==> src/rtl/sdr_trk_pkg.sv <==
package sdr_trk_pkg;

  localparam int ADDR_W = 11;
  localparam int AP_BIT = 10;

  typedef enum logic [3:0] {
    CMD_DESEL,
    CMD_NOP,
    CMD_ACT,
    CMD_PRE,
    CMD_RD,
    CMD_WR,
    CMD_BST,
    CMD_REF,
    CMD_MRS
  } cmd_e;

  typedef struct packed {
    logic       wb;
    logic [2:0] cl;
    logic       bt;
    logic [2:0] bl;
  } mode_t;

  // Translate sampled strobes into a command kind.
  function automatic cmd_e decode_cmd(input logic cs_n, input logic ras_n,
                                      input logic cas_n, input logic we_n);
    cmd_e c;
    if (cs_n) begin
      c = CMD_DESEL;
    end else begin
      case ({ras_n, cas_n, we_n})
        3'b011:  c = CMD_ACT;
        3'b010:  c = CMD_PRE;
        3'b101:  c = CMD_RD;
        3'b100:  c = CMD_WR;
        3'b110:  c = CMD_BST;
        3'b001:  c = CMD_REF;
        3'b000:  c = CMD_MRS;
        default: c = CMD_NOP;
      endcase
    end
    return c;
  endfunction

  // Pick the mode fields out of the address bus.
  function automatic mode_t unpack_mode(input logic [ADDR_W-1:0] a);
    mode_t m;
    m.bl = a[2:0];
    m.bt = a[3];
    m.cl = a[6:4];
    m.wb = a[9];
    return m;
  endfunction

  function automatic logic is_column(input cmd_e c);
    return (c == CMD_RD) || (c == CMD_WR);
  endfunction

endpackage

==> src/rtl/sdr_cmd_decode.sv <==
module sdr_cmd_decode
  import sdr_trk_pkg::*;
(
  input  logic clk,
  input  logic rst_n,
  input  logic cs_n,
  input  logic ras_n,
  input  logic cas_n,
  input  logic we_n,
  input  logic a10,
  output cmd_e cmd_now,
  output logic act_p,
  output logic rd_p,
  output logic wr_p,
  output logic pre_p,
  output logic pre_all_p,
  output logic bst_p,
  output logic mrs_p,
  output logic ref_p
);

  assign cmd_now = decode_cmd(cs_n, ras_n, cas_n, we_n);

  always_ff @(posedge clk or negedge rst_n) begin
    if (!rst_n) begin
      act_p     <= 1'b0;
      rd_p      <= 1'b0;
      wr_p      <= 1'b0;
      pre_p     <= 1'b0;
      pre_all_p <= 1'b0;
      bst_p     <= 1'b0;
      mrs_p     <= 1'b0;
      ref_p     <= 1'b0;
    end else begin
      act_p     <= (cmd_now == CMD_ACT);
      rd_p      <= (cmd_now == CMD_RD);
      wr_p      <= (cmd_now == CMD_WR);
      pre_p     <= (cmd_now == CMD_PRE) && !a10;
      pre_all_p <= (cmd_now == CMD_PRE) && a10;
      bst_p     <= (cmd_now == CMD_BST);
      mrs_p     <= (cmd_now == CMD_MRS);
      ref_p     <= (cmd_now == CMD_REF);
    end
  end

  // at most one decoded pulse per cycle
  a_r12_one_pulse: assert property (@(posedge clk) disable iff (!rst_n)
    $onehot0({act_p, rd_p, wr_p, pre_p, pre_all_p, bst_p, mrs_p, ref_p}));

  // a deselected cycle yields no pulse on the next cycle
  a_r1_deselect_quiet: assert property (@(posedge clk) disable iff (!rst_n)
    cs_n |=> !(act_p || rd_p || wr_p || pre_p || pre_all_p || bst_p || mrs_p || ref_p));

endmodule

==> src/rtl/sdr_bank_slot.sv <==
module sdr_bank_slot #(
  parameter int ROW_W = 11
) (
  input  logic             clk,
  input  logic             rst_n,
  input  logic             open_ev,
  input  logic             close_ev,
  input  logic [ROW_W-1:0] row_in,
  output logic             active,
  output logic [ROW_W-1:0] row
);

  always_ff @(posedge clk or negedge rst_n) begin
    if (!rst_n) begin
      active <= 1'b0;
      row    <= '0;
    end else if (open_ev) begin
      active <= 1'b1;
      row    <= row_in;
    end else if (close_ev) begin
      active <= 1'b0;
    end
  end

  // an open bank's row never moves while it stays open
  a_r10_row_held: assert property (@(posedge clk) disable iff (!rst_n)
    (active && $past(active)) |-> $stable(row));

  // opening an idle bank leaves it active on the next cycle
  a_r2_open_sticks: assert property (@(posedge clk) disable iff (!rst_n)
    (open_ev && !close_ev) |=> active);

endmodule

==> src/rtl/sdr_mode_reg.sv <==
module sdr_mode_reg
  import sdr_trk_pkg::*;
(
  input  logic              clk,
  input  logic              rst_n,
  input  logic              load,
  input  logic [ADDR_W-1:0] addr,
  output mode_t             mode
);

  always_ff @(posedge clk or negedge rst_n) begin
    if (!rst_n) mode <= '0;
    else if (load) mode <= unpack_mode(addr);
  end

endmodule

==> src/rtl/sdr_cmd_tracker.sv <==
module sdr_cmd_tracker
  import sdr_trk_pkg::*;
#(
  parameter int NUM_BANKS = 4,
  parameter int ROW_W     = 11,
  parameter int COL_W     = 8
) (
  input  logic                       clk,
  input  logic                       rst_n,
  input  logic                       cs_n,
  input  logic                       ras_n,
  input  logic                       cas_n,
  input  logic                       we_n,
  input  logic [1:0]                 ba,
  input  logic [10:0]                addr,
  output logic                       act_p,
  output logic                       rd_p,
  output logic                       wr_p,
  output logic                       pre_p,
  output logic                       pre_all_p,
  output logic                       bst_p,
  output logic                       mrs_p,
  output logic                       ref_p,
  output logic                       ap_p,
  output logic                       err_p,
  output logic [1:0]                 cmd_bank,
  output logic [7:0]                 cmd_col,
  output logic [NUM_BANKS-1:0]       bank_active,
  output logic [NUM_BANKS*ROW_W-1:0] open_rows,
  output logic [2:0]                 mode_bl,
  output logic                       mode_bt,
  output logic [2:0]                 mode_cl,
  output logic                       mode_wb
);

  localparam int BA_W = $clog2(NUM_BANKS);

  cmd_e               cmd_now;
  logic               a10;
  logic               any_active;
  logic               sel_active;
  logic               col_cmd;
  logic               err_now;
  logic               ap_now;
  logic               mode_load;
  logic [NUM_BANKS-1:0] open_ev;
  logic [NUM_BANKS-1:0] close_ev;
  mode_t              mode;

  assign a10        = addr[AP_BIT];
  assign any_active = |bank_active;
  assign sel_active = bank_active[ba[BA_W-1:0]];
  assign col_cmd    = is_column(cmd_now);
  assign err_now    = ((cmd_now == CMD_ACT) && sel_active)
                    || (col_cmd && !sel_active)
                    || (((cmd_now == CMD_REF) || (cmd_now == CMD_MRS)) && any_active);
  assign ap_now     = col_cmd && a10 && sel_active;
  assign mode_load  = (cmd_now == CMD_MRS) && !any_active;

  sdr_cmd_decode u_dec (
    .clk       (clk),
    .rst_n     (rst_n),
    .cs_n      (cs_n),
    .ras_n     (ras_n),
    .cas_n     (cas_n),
    .we_n      (we_n),
    .a10       (a10),
    .cmd_now   (cmd_now),
    .act_p     (act_p),
    .rd_p      (rd_p),
    .wr_p      (wr_p),
    .pre_p     (pre_p),
    .pre_all_p (pre_all_p),
    .bst_p     (bst_p),
    .mrs_p     (mrs_p),
    .ref_p     (ref_p)
  );

  for (genvar i = 0; i < NUM_BANKS; i++) begin : g_bank
    logic sel;
    assign sel         = (ba[BA_W-1:0] == BA_W'(i));
    assign open_ev[i]  = (cmd_now == CMD_ACT) && sel && !bank_active[i];
    assign close_ev[i] = ((cmd_now == CMD_PRE) && (a10 || sel)) || (ap_now && sel);

    sdr_bank_slot #(.ROW_W(ROW_W)) u_slot (
      .clk      (clk),
      .rst_n    (rst_n),
      .open_ev  (open_ev[i]),
      .close_ev (close_ev[i]),
      .row_in   (addr[ROW_W-1:0]),
      .active   (bank_active[i]),
      .row      (open_rows[i*ROW_W +: ROW_W])
    );
  end

  sdr_mode_reg u_mode (
    .clk   (clk),
    .rst_n (rst_n),
    .load  (mode_load),
    .addr  (addr),
    .mode  (mode)
  );

  assign mode_bl = mode.bl;
  assign mode_bt = mode.bt;
  assign mode_cl = mode.cl;
  assign mode_wb = mode.wb;

  always_ff @(posedge clk or negedge rst_n) begin
    if (!rst_n) begin
      err_p    <= 1'b0;
      ap_p     <= 1'b0;
      cmd_bank <= '0;
      cmd_col  <= '0;
    end else begin
      err_p <= err_now;
      ap_p  <= ap_now;
      if ((cmd_now == CMD_ACT) || (cmd_now == CMD_PRE) || col_cmd) cmd_bank <= ba;
      if (col_cmd) cmd_col <= addr[COL_W-1:0];
    end
  end

  // after an all-bank precharge every bank is idle
  a_r4_all_idle: assert property (@(posedge clk) disable iff (!rst_n)
    pre_all_p |-> (bank_active == '0));

  // a rejected column access leaves the bank flags untouched
  a_r10_col_err_still: assert property (@(posedge clk) disable iff (!rst_n)
    ((rd_p || wr_p) && err_p) |-> $stable(bank_active));

  // a rejected activate leaves every row untouched
  a_r10_act_err_still: assert property (@(posedge clk) disable iff (!rst_n)
    (act_p && err_p) |-> $stable(open_rows));

  // mode fields only move together with a mode-load pulse
  a_r9_mode_only_on_load: assert property (@(posedge clk) disable iff (!rst_n)
    !mrs_p |-> $stable({mode_wb, mode_cl, mode_bt, mode_bl}));

  // auto-precharge is only reported on a column command
  a_r6_ap_with_col: assert property (@(posedge clk) disable iff (!rst_n)
    ap_p |-> ((rd_p || wr_p) && !err_p));

endmodule

==> config.mk <==
export PLATFORM = sky130hd
export DESIGN_NAME = sdr_cmd_tracker
export DESIGN_NICKNAME = d
export VERILOG_FILES = /design/src/rtl/sdr_trk_pkg.sv /design/src/rtl/sdr_cmd_decode.sv /design/src/rtl/sdr_bank_slot.sv /design/src/rtl/sdr_mode_reg.sv /design/src/rtl/sdr_cmd_tracker.sv
export SDC_FILE = /design/constraint.sdc
export NUM_CORES = 1
export LEC_CHECK = 0
export BUFFER_PORTS_ARGS = -buffer_cell sky130_fd_sc_hd__buf_2
export CORE_ASPECT_RATIO = 0.6
export CORE_UTILIZATION = 45
export CTS_BUF_LIST = sky130_fd_sc_hd__clkbuf_16
export CTS_CLUSTER_SIZE = 25
export DETAILED_ROUTE_END_ITERATION = 12
export PLACE_DENSITY = 0.68
export SETUP_SLACK_MARGIN = 0.2
export SLEW_MARGIN = 30
export SYNTH_ARGS = -nofsm -noshare
export SYNTH_HDL_FRONTEND = slang
export SYNTH_SLANG_ARGS = --single-unit
==> constraint.sdc <==
create_clock -name clk -period 1.8 [get_ports clk]
set_clock_uncertainty 0.15 [all_clocks]
set_input_delay 0.36 -clock clk [delete_from_list [all_inputs] [get_ports clk]]
set_output_delay 0.36 -clock clk [all_outputs]
set_load 0.005 [all_outputs]
==> run_results.csv <==
group,metric,value,unit
setup_path,r2r_start,"g_bank[0].u_slot.active$_DFFE_PN0P_",
synthesis,yosys.area.top_type,"dfrtp_1",
clocking,clkTransAtPathRegs,60,ps
synthesis,synth_area_leaders,"dfrtp_1 60%, mux2_2 17%, mux2_4 6.6%",
sta,setup_viol,0,
power,vdd_drop_max,790,uV
global_routing,grt_pass1_wl,11200,um
detailed_routing,wl_met2,2960,um
place,gp_congestion,0.769,
global_routing,antenna_found_initial,0,
finish,diodes,0,
synthesis,synthSimpleGateAreaFrac,0.0821,
setup_path,cp.arrival,1740,ps
finish,drive_gt1_frac,0.668,
sta,setup_ws,122,ps
detailed_routing,drt-total-wl,7500,um
synthesis,synth_compound_area_frac,0.0265,
synthesis,synth-xor-area-share,0.00276,
detailed_routing,wire_per_inst,17.9,um
detailed_routing,drtPass1Iterations,4,
synthesis,synthAdderAreaFrac,0,
detailed_routing,postRouteAntennaNets,0,
global_routing,grt_pass1_vias,2021,
synthesis,synth_ff_type,"dfrtp_1",
status,status,"complete, no violations",
place,dpl.hpwl,5230,um
worst_hold_path,hold_path_end,"g_bank[1].u_slot.row[8]$_DFFE_PN0P_",
global_routing,grt.total_usage,0.216,
clocking,cts_buffer_depth,2,
synthesis,ys_seq_area_frac,0.600,
sta,fin_crit,1680,ps
run,max_cap_violations,0,
sta,post-route-period-util,0.932,
sta,whs,160,ps
global_routing,gr-total-overflow,0,
synthesis,synth_top_family_by_area,"multiplexers",
clocking,cts_root_buf,"clkbuf_16",
power,p_per_area,1160,nW/um^2
clocking,htreeDepth,3,
sta,fmax,0.596,GHz
detailed_routing,wl_met3,624,um
synthesis,yosysMostFrequentCell,"dfrtp_1",
detailed_routing,drt_iter0_drc,56,
finish,post-route-util,0.649,
finish,syn2layout_area_growth,38.0,%
synthesis,synth_common_cells,"76 x dfrtp_1, 48 x mux2_2, 14 x mux2_4",
finish,stdcell_area,4370,um^2
die,die_area,7390,um^2
setup_path,reg2reg_to,"err_p$_DFF_PN0_",
setup_path,crit_start,"g_bank[0].u_slot.active$_DFFE_PN0P_",
setup_path,critPathMaxFanout,4,
die,start_util,0.470,
worst_hold_path,hold_path_depth,2,
detailed_routing,drcViolationCount,0,
detailed_routing,wl_met1,3820,um
global_routing,grt_start_max_net_pins,31,
setup_path,endpoint_kind,"flop",
finish,layout.nets,345,
setup_path,critical_path_class,"flop to flop",
power,p_leak,2.26,nW
clocking,cts_tree,"yes",
detailed_routing,num_vias,2163,
synthesis,ys_ff_latch,76,
setup_path,startpoint_type,"flop",
synthesis,yosysTopAreaCellShare,0.600,
place,placed_cell_area,3870,um^2
sta,hold_viol,0,
setup_path,regToRegSetupSlack,120,ps
sta,slew-limit-headroom,0.723,
synthesis,postSynthAreaPerCell,15.8,um^2
sta,rsz0062_at_grt,"yes",
place,port_buffers,94,
synthesis,synthesis.area,3170,um^2
clocking,cts_made_buffers,9,
detailed_routing,topRoutingLayerUsed,"met4",
die,die_y,67.0,um
synthesis,synth_edf_count,0,
place,pre_cts_slack,-117,ps
synthesis,synth_cells,201,
sta,setup_tns,0,ps
synthesis,synth_mux_area_frac,0.247,
die,io-pin-count,95,
synthesis,ys_async_sr_fraction,1.00,
worst_hold_path,hold_class,"primary input to flop",
worst_hold_path,hold_start,"addr[8]",
sta,drv_slew,0,
die,die_x,110,um
setup_path,r2r.worst_path.cells,4,
setup_path,cp.required,1860,ps
clocking,clkLatencyLatePin,340,ps
sta,worst_pin_slew,412,ps
die,core_area,6730,um^2
synthesis,synth.distinct_cells,32,
die,rows,23,
clocking,numClockSinks,76,
detailed_routing,viasPerCell,5.17,
finish,fillers,529,
synthesis,syn_nets,220,
synthesis,yosys_warnings,0,
-- worst max path at each step --
| stage | to |
|---|---|
| 4_1_cts | err_p$_DFF_PN0_ |
| 3_5_place_dp | g_bank[2].u_slot.active$_DFFE_PN0P_ |
| 6_report | err_p$_DFF_PN0_ |
| 5_1_grt | err_p$_DFF_PN0_ |
| 2_1_floorplan | g_bank[1].u_slot.row[0]$_DFFE_PN0P_ |
| 3_3_place_gp | g_bank[1].u_slot.row[5]$_DFFE_PN0P_ |
-- critical path, cell delays in order (launching register included) --
cell and delay (ps):
dfrtp_2 450, mux4_2 530, buf_6 150, mux2i_2 180, o41ai_2 100
-- state kept, by name, indices dropped and copies added (netlist names), 2 cells and up --
signal                cells
g_bank.u_slot.row        44
cmd_col                   8
u_mode.mode               8
g_bank.u_slot.active      4
cmd_bank                  2
-- power breakdown --
part / switching, W / internal, W / leakage (nW)
Sequential: 0.000242 / 0.00207 / 0.970
Clock: 0.000676 / 0.000912 / 0.135
Combinational: 0.000438 / 0.000725 / 1.16
-- area by class of cell --
cell class                 instances  area, um^2  area share
tap                               87         109      0.0249
clock inverter                     7        35.0     0.00801
inverter                           2        7.51     0.00172
timing repair buffer             130         823       0.188
sequential                        76        1910       0.436
clock buffer                       9         225      0.0515
multi-input combinational        107        1270       0.290
-- cell usage in the layout (no fill, tap or decap), types with 2 or more instances in the layout --
cell and n:
a21oi_1 3, and2_1 2, and3_1 2, buf_12 2, buf_2 91, buf_4 27
buf_6 8, clkbuf_16 10, clkinv_1 2, clkinv_2 3, dfrtp_1 73, dfrtp_2 3
inv_1 2, mux2_2 27, mux2_4 35, nand2_1 5, nor2_1 2, nor2b_1 5
nor3_1 2, nor3b_1 3, nor4_2 2, nor4b_4 2, o32a_1 4
-- what timing repair did --
| action | 4_1_cts | 5_1_grt |
|---|---|---|
| gates cloned | 0 | 1 |
| gates resized for setup | 6 | 31 |
| hold buffers | 1 | 0 |
| buffers inserted | 4 | 3 |
| endpoints found under the setup margin | 17 | 42 |
| pin swaps | 3 | 5 |
| endpoints found under the hold margin | 26 | 0 |
-- cell families after synthesis --
kind of cell,after synthesis
multiplexers,64
XOR/XNOR,1
flip-flops,76
AO/OA/AOI/OAI,10
buffers and inverters,18
AND/OR/NAND/NOR,32
-- metal layers --
metal | vias to the layer above | track usage
li1 | 980 | -
met1 | 1083 | 0.322
met2 | 90 | 0.276
met3 | 10 | 0.0851
met4 | 0 | 0.0789
met5 | - | 0
-- per-stage QoR --
| stage | cells | total power [W] |
|---|---|---|
| floorplan | 201 | 0.00280 |
| global placement | 393 | 0.00332 |
| detailed placement | 393 | 0.00335 |
| CTS | 414 | 0.00502 |
| global route | 418 | 0.00532 |
| finish | 418 | 0.00506 |
No activity file was read; power rests on OpenSTA's default activity.
